`src/rtl/fsg_pkg.sv`:
```
package fsg_pkg;
  typedef enum logic [2:0] {
    M_IDLE  = 3'd0,
    M_PROG  = 3'd1,
    M_ERASE = 3'd2,
    M_ESUSP = 3'd3,
    M_SPROG = 3'd4
  } fsg_mode_e;
endpackage

```
`src/rtl/fsg_toggle_bit.sv`:
```
module fsg_toggle_bit (
  input  logic clk,
  input  logic rst,
  input  logic adv,
  output logic q
);
  always_ff @(posedge clk) begin
    if (rst) q <= 1'b0;
    else if (adv) q <= ~q;
  end

  // one inversion per advancing read, otherwise held
  a_r5_flip_on_adv: assert property (@(posedge clk) disable iff (rst)
    adv |=> q != $past(q));
  a_r6_hold_no_adv: assert property (@(posedge clk) disable iff (rst)
    !adv |=> $stable(q));
endmodule

```
`src/rtl/fsg_sector_hit.sv`:
```
module fsg_sector_hit #(
  parameter int ADDR_W   = 21,
  parameter int NUM_SECT = 32
) (
  input  logic [ADDR_W-1:0]   addr,
  input  logic [NUM_SECT-1:0] mask,
  output logic                hit
);
  localparam int SECT_W = $clog2(NUM_SECT);
  logic [SECT_W-1:0] sect;

  assign sect = addr[ADDR_W-1 -: SECT_W];
  assign hit  = mask[sect];
endmodule

```
`src/rtl/flash_status_gen.sv`:
```
module flash_status_gen
  import fsg_pkg::*;
#(
  parameter int ADDR_W   = 21,
  parameter int NUM_SECT = 32
) (
  input  logic                clk,
  input  logic                rst,
  input  logic [2:0]          mode,
  input  logic [7:0]          last_data,
  input  logic [ADDR_W-1:0]   rd_addr,
  input  logic [NUM_SECT-1:0] erase_mask,
  input  logic                timeout,
  input  logic                rd_stb,
  input  logic [7:0]          array_data,
  output logic [7:0]          dq
);
  fsg_mode_e md;
  logic stb_q, rise, hit;
  logic adv6, adv2, t6, t2, t6n, t2n;
  logic use_stat;
  logic [7:0] stat, dq_nxt;

  assign md   = fsg_mode_e'(mode);
  assign rise = rd_stb & ~stb_q;

  always_ff @(posedge clk) begin
    if (rst) stb_q <= 1'b0;
    else     stb_q <= rd_stb;
  end

  fsg_sector_hit #(.ADDR_W(ADDR_W), .NUM_SECT(NUM_SECT)) u_hit (
    .addr(rd_addr), .mask(erase_mask), .hit(hit)
  );

  always_comb begin
    adv6 = rise && (md == M_PROG || md == M_ERASE || md == M_SPROG);
    adv2 = rise && hit && (md == M_ERASE || md == M_ESUSP || md == M_SPROG);
  end

  fsg_toggle_bit u_tog6 (.clk(clk), .rst(rst), .adv(adv6), .q(t6));
  fsg_toggle_bit u_tog2 (.clk(clk), .rst(rst), .adv(adv2), .q(t2));

  assign t6n = t6 ^ adv6;
  assign t2n = t2 ^ adv2;

  always_comb begin
    stat     = 8'h00;
    use_stat = 1'b0;
    case (md)
      M_PROG, M_SPROG: begin
        use_stat = 1'b1;
        stat[7]  = ~last_data[7];
        stat[6]  = t6n;
        stat[5]  = timeout;
        stat[2]  = (md == M_SPROG && hit) ? t2n : 1'b1;
      end
      M_ERASE: begin
        use_stat = 1'b1;
        stat[7]  = 1'b0;
        stat[6]  = t6n;
        stat[5]  = timeout;
        stat[3]  = 1'b1;
        stat[2]  = hit ? t2n : 1'b1;
      end
      M_ESUSP: begin
        use_stat = hit;
        stat[7]  = 1'b1;
        stat[6]  = 1'b1;
        stat[2]  = t2n;
      end
      default: use_stat = 1'b0;
    endcase
    dq_nxt = use_stat ? stat : array_data;
  end

  always_ff @(posedge clk) begin
    if (rst) dq <= 8'h00;
    else if (rise) dq <= dq_nxt;
  end

  // idle read passes the array byte
  a_r2_idle_pass: assert property (@(posedge clk) disable iff (rst)
    (rise && md == M_IDLE) |=> dq == $past(array_data));
  // program polarity bit
  a_r3_prog_dq7: assert property (@(posedge clk) disable iff (rst)
    (rise && (md == M_PROG || md == M_SPROG)) |=> dq[7] == ~$past(last_data[7]));
  // erase pattern
  a_r4_erase_bits: assert property (@(posedge clk) disable iff (rst)
    (rise && md == M_ERASE) |=> (dq[7] == 1'b0 && dq[3] == 1'b1));
  // timeout bit follows the input while an operation runs
  a_r8_timeout: assert property (@(posedge clk) disable iff (rst)
    (rise && (md == M_PROG || md == M_ERASE || md == M_SPROG)) |=> dq[5] == $past(timeout));
  // undefined status bits are zero
  a_r9_zero_bits: assert property (@(posedge clk) disable iff (rst)
    (rise && (md == M_PROG || md == M_ERASE || md == M_SPROG)) |=> (dq[4] | dq[1] | dq[0]) == 1'b0);
  // output only moves on a strobe rising edge
  a_r10_hold: assert property (@(posedge clk) disable iff (rst)
    !rise |=> $stable(dq));
endmodule

```
`config.mk`:
```
export PLATFORM = sky130hd
export DESIGN_NAME = flash_status_gen
export DESIGN_NICKNAME = d
export VERILOG_FILES = /design/src/rtl/fsg_pkg.sv /design/src/rtl/fsg_toggle_bit.sv /design/src/rtl/fsg_sector_hit.sv /design/src/rtl/flash_status_gen.sv
export SDC_FILE = /design/constraint.sdc
export NUM_CORES = 1
export LEC_CHECK = 0
export BUFFER_PORTS_ARGS = -buffer_cell sky130_fd_sc_hd__buf_2
export CAP_MARGIN = 20
export CORE_MARGIN = 8
export CORE_UTILIZATION = 37
export CTS_BUF_LIST = sky130_fd_sc_hd__clkbuf_16
export DETAILED_ROUTE_END_ITERATION = 16
export MAX_ROUTING_LAYER = met4
export PLACE_DENSITY = 0.88
export SLEW_MARGIN = 20
export SYNTH_ARGS = -nofsm -noshare
export SYNTH_HDL_FRONTEND = slang
export SYNTH_SLANG_ARGS = --single-unit
```
`constraint.sdc`:
```
create_clock -name clk -period 2.1 [get_ports clk]
set_clock_uncertainty 0.2 [all_clocks]
set_input_delay 0.21 -clock clk [delete_from_list [all_inputs] [get_ports clk]]
set_output_delay 0.21 -clock clk [all_outputs]
set_load 0.03 [all_outputs]
```
==> impl_metrics.json, run 1 <==
{
  "leakage_nw": 0.6523,
  "clk_pin_slew_worst_paths_ns": 0.04,
  "fin_util": 0.5483,
  "die_x_um": 65.79,
  "grt_overflow": 0,
  "hold_viol": 0,
  "grt_max_degree": 15,
  "grt_pass1_wl_mm": 4.664,
  "vias_per_cell": 5.183,
  "synth_seq_area_share": 0.2401,
  "grt.busiest_layer": "met2",
  "fmax_mhz": 537.7,
  "syn_to_final_growth_pct": 44.07,
  "ys_types": 35,
  "cts_buffers": 3,
  "port_buffers": 60,
  "routed_wl_mm": 2.806,
  "drive_gt1_frac": 0.4360,
  "crit_arrival_ns": 1.78,
  "multi_input_area_um2": 654.4,
  "ctsResizeCount": 0,
  "seqCellArea_um2": 220.2,
  "drt_iter0_drc": 31,
  "clk_latency_ns": 0.24,
  "period_share": 0.8855,
  "hpwlAfterDp_mm": 2.357,
  "rsz0062_at_grt": "no",
  "setup_slack_ns": 0.2404,
  "setup_viol_count_final": 0,
  "dpl_cell_area_um2": 1242,
  "crit_path_start_kind": "primary input",
  "outcome": "completed",
  "postCtsHoldBufs": 0,
  "core_um2": 2410,
  "fp.dieH_um": 65.79,
  "track_usage": 0.1368,
  "initial_utilization": 0.3806,
  "grt_util_met1": 0.1507,
  "period_needed_ns": 1.860,
  "nFillCells": 229,
  "crit_type": "in -> reg",
  "vias": 1047,
  "syn_area_um2": 917.1,
  "syn_inst": 109,
  "cts-root-buf": "clkbuf_16",
  "synth-seq-cells": 11,
  "cts_tree": "yes",
  "worst_pin_slew_ns": 0.5583,
  "detail_route.wl_per_cell_um": 13.89,
  "required_ns": 2.02,
  "power_w": 0.0007880,
  "io_pins": 84,
  "placementRows": 18,
  "ir_drop_uv": 529.7,
  "dr.pass1.iters": 4,
  "die_area_um2": 4328,
  "grt_antenna_before_repair": 0,
  "clk_path_buf_depth": 2,
  "numClockSinks": 11,
  "grt_pass1_vias": 1093,
  "drcViolationCount": 0,
  "h-tree-depth": 1,
  "end_kind": "flop",
  "layout.nets": 249,
  "pwr_density_cell_nw_per_um2": 596.4,
  "ant_nets": 0,
  "diodes": 0,
  "use_met2": 0.2144,
  "hold_path_class": "in -> reg",
  "routabilityCongestion": 0.8080,
  "cap_violations": 0,
  "relSlewSlack": 0.6264,
  "yosys_warnings": 0,
  "postCtsSetupRepairBufs": 0,
  "crit_path_max_fanout": 9,
  "report.final.slew_viol_count": 0,
  "synth.net_count": 185,
  "postSynthAreaPerCell_um2": 8.414,
  "place_ws_ns": -0.01454,
  "final_area_um2": 1321,
  "grt_use_met3": 0.04746
}
-- cell usage in the layout, fill, tap and decap left out, drive strengths merged, types with 4 or more instances in the layout --
master / n
a21oi: 7
a22oi: 4
a2bb2oi: 4
buf: 64
dfxtp: 11
mux2i: 16
nand2: 9
nand2b: 5
nand3: 7
nor2: 9
nor2b: 7
nor3: 4
-- registers in the layout, summed over array words and instances (netlist names) --
signal and cells:
u_tog6.q 1, u_tog2.q 1, dq 8, stb_q 1
-- stage by stage --
stage	hold WS [ns]	instances	TNS, ns
2_1_floorplan	0.1143	109	0
3_3_place_gp	0.2492	198	0
3_5_place_dp	0.2711	198	-0.01886
4_1_cts	0.02880	202	0
5_1_grt	0.06227	202	0
6_report	0.02603	202	0
-- layout make-up --
type	count	area share
clock buffer	3	0.05682
clock inverter	1	0.002841
multi-input combinational	93	0.4953
sequential	11	0.1667
tap	30	0.02841
timing repair buffer	64	0.2500
-- cells in the mapped netlist, drive strengths merged --
cell	number	share of area
a2bb2oi	4	0.038
a2111oi	1	0.016
nor4b	1	0.016
dfxtp	11	0.24
a311oi	1	0.0096
and2	1	0.0068
nand3b	2	0.016
nand4b	1	0.0096
buf	2	0.034
mux2	2	0.025
a211oi	1	0.0082
clkbuf	3	0.012
nor2b	7	0.048
nand2b	5	0.034
mux2i	16	0.17
nor3b	1	0.0082
nand2	9	0.042
a22oi	4	0.033
a21boi	1	0.0082
o41ai	1	0.0096
nor2	9	0.040
o21ba	1	0.018
o21ai	3	0.016
nand3	7	0.038
nor4	1	0.0068
a2111o	1	0.012
nor3	4	0.027
or3	2	0.014
a21oi	7	0.038
-- power by group --
| part | internal (W) | leakage [nW] | switching [W] |
|---|---|---|---|
| Sequential | 0.000224 | 0.0904 | 0.00000687 |
| Clock | 0.000250 | 0.0423 | 0.0000943 |
| Combinational | 0.000101 | 0.520 | 0.000112 |
| Total | 0.000575 | 0.652 | 0.000213 |
-- critical path: stages --
cell,delay [ns]
buf_2,0.21
buf_4,0.22
mux2i_1,0.23
a21oi_1,0.09
nand3_1,0.11
nand2_2,0.09
o21ba_4,0.23
nor4_1,0.30
o21ai_1,0.09
-- final timing paths --
path / startpoint / endpoint / slack, ns / cells past startpoint
min: array_data[7] / dq[7]$_SDFFE_PP0N_ / 0.03 / 3
min reg2reg: u_tog6.q$_SDFFE_PP0P_ / u_tog6.q$_SDFFE_PP0P_ / 0.28 / 2
max: rd_addr[17] / dq[7]$_SDFFE_PP0N_ / 0.24 / 9
max reg2reg: stb_q$_SDFF_PP0_ / u_tog2.q$_SDFFE_PP0P_ / 0.51 / 3
-- logic make-up after synthesis --
kind of cell | Yosys count | share of synthesized area
buffers and inverters | 5 | 0.04638
AO/OA/AOI/OAI | 25 | 0.2074
multiplexers | 18 | 0.1992
AND/OR/NAND/NOR | 50 | 0.3070
flip-flops | 11 | 0.2401
-- metal layers --
| layer | vias to the layer above | part of all wire |
|---|---|---|
| li1 | 533 | - |
| met1 | 454 | 0.42 |
| met2 | 54 | 0.43 |
| met3 | 6 | 0.13 |
| met4 | 0 | 0.020 |
| met5 | - | 0 |
Power figures use the tool's default switching activity.
==> run 2: changes to the inputs <==
Settings changed: RECOVER_POWER set to 50.
==> run 2 against run 1 <==
Net effect: sequential cell count stayed put; combinational power hardly changed; highest routed layer unchanged; first-iteration DRC count up 29%; clock power hardly changed; sequential power about the same; wire length hardly changed.
==> impl_metrics.json, run 2 (synthesis results as in run 1) <==
{
  "dr_wl_met3_um": 372,
  "drive_gt1_frac": 0.3837,
  "report.final.slew_viol_count": 0,
  "p_int_w": 0.0005715,
  "pwr_density_cell_nw_per_um2": 599.2,
  "clk_path_buf_depth": 2,
  "sw_frac_of_total": 0.2719,
  "ir_drop_uv": 524.9,
  "required_ns": 2.02,
  "rsz0062_at_grt": "no",
  "cts_buffers": 3,
  "final_cell_mix": "buf_2 (51), mux2i_1 (16), dfxtp_1 (11), clkbuf_1 (9), nor2_1 (8)",
  "outcome": "completed",
  "place_ws_ns": -0.01454,
  "io_pins": 84,
  "cap_violations": 0,
  "wl_met2_mm": 1.209,
  "crit_arrival_ns": 1.78,
  "routed_wl_mm": 2.805,
  "die_area_um2": 4328,
  "top_layer_used": "met4",
  "tns_ns": 0,
  "fin_cells": 202,
  "diodes": 0,
  "clk_latency_ns": 0.24,
  "largest-register": "dq",
  "path_cells": "buf_2 -> buf_4 -> mux2i_1 -> a21oi_1 -> nand3_1 -> nand2_2 -> o21ba_4 -> nor4_1 -> o21ai_1",
  "slowest_delay_ns": 0.30,
  "postCtsHoldBufs": 0,
  "port_buffers": 60,
  "relSlewSlack": 0.6062,
  "ant_nets": 0,
  "die_x_um": 65.79,
  "grt_overflow": 0,
  "hold_viol": 0,
  "cts_tree": "yes",
  "largest_register_ffs": 8,
  "ctsResizeCount": 0,
  "fmax_mhz": 537.8,
  "pwr-share-seq": 0.294,
  "place_inst": 198,
  "clk_pin_slew_worst_paths_ns": 0.04,
  "period_needed_ns": 1.860,
  "placementRows": 18,
  "hpwlAfterDp_mm": 2.357,
  "nFillCells": 236,
  "seqCellArea_um2": 220.2,
  "vias_per_cell": 5.193,
  "h-tree-depth": 1,
  "cts-root-buf": "clkbuf_16",
  "core_um2": 2410,
  "drt_iter0_drc": 40,
  "wl_met1_mm": 1.166,
  "routabilityCongestion": 0.8080,
  "clock_power_share": 0.438,
  "fin_util": 0.5436,
  "syn_to_final_growth_pct": 42.84,
  "crit_path_start_kind": "primary input",
  "setup_viol_count_final": 0,
  "crit_type": "in -> reg",
  "worst_pin_slew_ns": 0.5908,
  "switching_power_w": 0.0002135,
  "setup_slack_ns": 0.2405,
  "grt_pass1_wl_mm": 4.664,
  "postCtsSetupRepairBufs": 0,
  "detail_route.wl_per_cell_um": 13.89,
  "crit_path_max_fanout": 9,
  "vias": 1049,
  "period_share": 0.8855,
  "cp_slowest_cell": "nor4_1",
  "grt_antenna_before_repair": 0,
  "drcViolationCount": 0,
  "dr.pass1.iters": 4,
  "combPwrFrac": 0.267,
  "crit_buf_inv": 2,
  "multi_input_area_um2": 654.4,
  "power_w": 0.0007850,
  "leakage_nw": 0.6178,
  "track_usage": 0.1368,
  "numClockSinks": 11,
  "grt_max_degree": 15,
  "initial_utilization": 0.3806,
  "layout_commonest_cell": "buf_2",
  "grt_pass1_vias": 1093,
  "end_kind": "flop",
  "hold_path_class": "in -> reg",
  "critical-path-top-delay-family": "simple AND/OR/NAND/NOR gates",
  "fp.dieH_um": 65.79,
  "layout.nets": 249
}
run 2: changes by cell type in the layout (fill, tap and decap cells not counted):
cell / change
clkbuf_1: +9
buf_2: -9
run 2: tightest hold or removal path: stages:
cell and delay [ns]:
buf_2 0.08, nor4_1 0.04, o21ai_1 0.10
run 2: final cells by class:
| class | count | share of cell area |
|---|---|---|
| clock buffers | 3 | 0.05731 |
| clock inverters | 1 | 0.002865 |
| multi-input cells | 93 | 0.4995 |
| flip-flops and latches | 11 | 0.1681 |
| well taps | 30 | 0.02865 |
| repair buffers | 64 | 0.2436 |
run 2: power groups by stage:
| stage | Clock (W) | Sequential [W] | Combinational [W] |
|---|---|---|---|
| global placement | 0 | 0.000234 | 0.000210 |
| detailed placement | 0 | 0.000234 | 0.000214 |
| CTS | 0.000345 | 0.000231 | 0.000215 |
| floorplan | 0 | 0.000255 | 0.000112 |
| finish | 0.000344 | 0.000231 | 0.000210 |
| global route | 0.000357 | 0.000233 | 0.000234 |
run 2: through the flow:
stage	hold WS [ns]	area, um^2
4_1_cts	0.02880	1321
5_1_grt	0.06228	1310
6_report	0.02614	1310
3_3_place_gp	0.2492	1242
2_1_floorplan	0.1143	917.1
3_5_place_dp	0.2711	1242
run 2: path summary, 6_finish.rpt:
check	from	endpoint	slack, ns	depth (start not counted)
max	rd_addr[17]	dq[7]$_SDFFE_PP0N_	0.24	9
min	array_data[7]	dq[7]$_SDFFE_PP0N_	0.03	3
max reg2reg	stb_q$_SDFF_PP0_	u_tog2.q$_SDFFE_PP0P_	0.51	3
min reg2reg	u_tog6.q$_SDFFE_PP0P_	u_tog6.q$_SDFFE_PP0P_	0.28	2
run 2: routing by layer:
metal  GRT usage  vias to the layer above
met3     0.04746                        6
met5           -                        -
met2      0.2144                       54
li1            -                      533
met1      0.1507                      456
met4     0.06812                        0
==> run 3: changes to the inputs <==
Settings changed: CORE_UTILIZATION 37 to 25, PLACE_DENSITY 0.88 to not set.
Clock period 2.1 ns to 2.2 ns, I/O delays scaled along.
==> run 3 against run 2 <==
Net effect: combinational power fell by 4%; sequential power shrank 4%; first-iteration DRC count down 43%; hold slack gained 0.0015 ns; register-to-register slack improved by 0.26 ns; critical path depth did not move; sequential cell count unchanged; count of clock-buffer cells in the layout is the same; via count is 0.29% lower; design area increased by 1.5%; wire length rose by 1.6%; largest cell class unchanged.
==> impl_metrics.json, run 3 (synthesis results as in run 1) <==
{
  "pwr_density_cell_nw_per_um2": 560.0,
  "layout.nets": 247,
  "tns_ns": 0,
  "die_x_um": 76.57,
  "switching_power_w": 0.0001988,
  "required_ns": 2.12,
  "cap_violations": 0,
  "setup_viol_count_final": 0,
  "seqCellArea_um2": 220.2,
  "routed_wl_mm": 2.850,
  "fp.dieH_um": 76.57,
  "hold_path_class": "in -> reg",
  "pwr-share-seq": 0.297,
  "h-tree-depth": 1,
  "hpwlAfterDp_mm": 2.412,
  "crit_path_max_fanout": 16,
  "grt_pass1_vias": 1077,
  "startpoint": "rd_addr[17]",
  "clk_path_buf_depth": 2,
  "ir_drop_uv": 383.0,
  "dr.pass1.iters": 4,
  "crit_path_start_kind": "primary input",
  "crit_type": "in -> reg",
  "clk_latency_ns": 0.24,
  "rsz0062_at_grt": "no",
  "multi_input_area_um2": 654.4,
  "largest-register": "dq",
  "report.final.slew_viol_count": 0,
  "sw_frac_of_total": 0.2670,
  "hp-start": "rd_stb",
  "grt_antenna_before_repair": 0,
  "syn_to_final_growth_pct": 45.02,
  "die_area_um2": 5863,
  "fmax_mhz": 546.2,
  "largest_register_ffs": 8,
  "ant_nets": 0,
  "cts_buffers": 3,
  "grt_pass1_wl_mm": 4.788,
  "outcome": "completed",
  "placementRows": 22,
  "initial_utilization": 0.2543,
  "routabilityCongestion": 0.7730,
  "grt_overflow": 0,
  "place_ws_ns": 0.1035,
  "layout_commonest_cell": "buf_2",
  "clk_pin_slew_worst_paths_ns": 0.04,
  "port_buffers": 60,
  "vias_per_cell": 4.798,
  "drcViolationCount": 0,
  "postCtsSetupRepairBufs": 0,
  "end_kind": "flop",
  "p_int_w": 0.0005460,
  "leakage_nw": 0.6121,
  "core_um2": 3606,
  "final_cell_mix": "buf_2 (51), mux2i_1 (16), dfxtp_1 (11), clkbuf_1 (9), nor2_1 (8)",
  "crit_arrival_ns": 1.75,
  "postCtsHoldBufs": 0,
  "nFillCells": 389,
  "period_needed_ns": 1.831,
  "grt_max_degree": 17,
  "cts_tree": "yes",
  "diodes": 0,
  "numClockSinks": 11,
  "combPwrFrac": 0.270,
  "hold_viol": 0,
  "setup_slack_ns": 0.3691,
  "ctsResizeCount": 0,
  "track_usage": 0.09845,
  "drive_gt1_frac": 0.3765,
  "drt_iter0_drc": 23,
  "cts-root-buf": "clkbuf_16",
  "relSlewSlack": 0.6041,
  "vias": 1046,
  "r2r_start": "stb_q$_SDFF_PP0_",
  "worst_pin_slew_ns": 0.5938,
  "period_share": 0.8322,
  "io_pins": 84,
  "clock_power_share": 0.433,
  "detail_route.wl_per_cell_um": 13.07
}
[run 3: final timing paths]
check / slack, ns / end / cells after the start
worst max-delay path: 0.37 / u_tog2.q$_SDFFE_PP0P_ / 9
worst min-delay path: 0.03 / stb_q$_SDFF_PP0_ / 2
worst max register to register: 0.77 / dq[2]$_SDFFE_PP0N_ / 3
worst min register to register: 0.28 / u_tog6.q$_SDFFE_PP0P_ / 2
[run 3: worst max-delay path, stage by stage]
cell	delay (ns)
buf_2	0.11
buf_12	0.15
mux2i_1	0.13
a211oi_1	0.24
nand3_1	0.12
nand2_2	0.11
nor2_2	0.06
nor3_2	0.24
mux2_1	0.36
[run 3: stage by stage]
step | hold slack [ns] | total power [W] | instances | cell area [um^2] | util
floorplan | 0.1243 | 0.0003507 | 109 | 917.1 | -
global placement | 0.2584 | 0.0004292 | 214 | 1262 | 0.3501
detailed placement | 0.2675 | 0.0004303 | 214 | 1262 | 0.3501
CTS | 0.02253 | 0.0007591 | 218 | 1341 | 0.3720
global route | 0.04801 | 0.0007877 | 218 | 1330 | 0.3688
finish | 0.02763 | 0.0007448 | 218 | 1330 | 0.3688
[run 3: final cells by class]
class	count	share of cell area
multi-input combinational	93	0.4920
timing repair buffer	62	0.2380
sequential	11	0.1656
clock buffer	3	0.05644
tap	48	0.04516
clock inverter	1	0.002822
[run 3: layer usage]
layer | GRT usage | vias to the layer above | wire [um]
met2 | 0.1620 | 53 | 1263
met4 | 0.03462 | 0 | 35
li1 | - | 527 | -
met3 | 0.03538 | 3 | 279
met5 | - | - | 0
met1 | 0.1070 | 463 | 1273
[run 3: power groups by stage]
| stage | Combinational (W) | Clock [W] | Sequential, W |
|---|---|---|---|
| finish | 0.000201 | 0.000323 | 0.000221 |
| global route | 0.000222 | 0.000342 | 0.000223 |
| CTS | 0.000207 | 0.000331 | 0.000221 |
| global placement | 0.000205 | 0 | 0.000224 |
| detailed placement | 0.000206 | 0 | 0.000224 |
| floorplan | 0.000107 | 0 | 0.000244 |
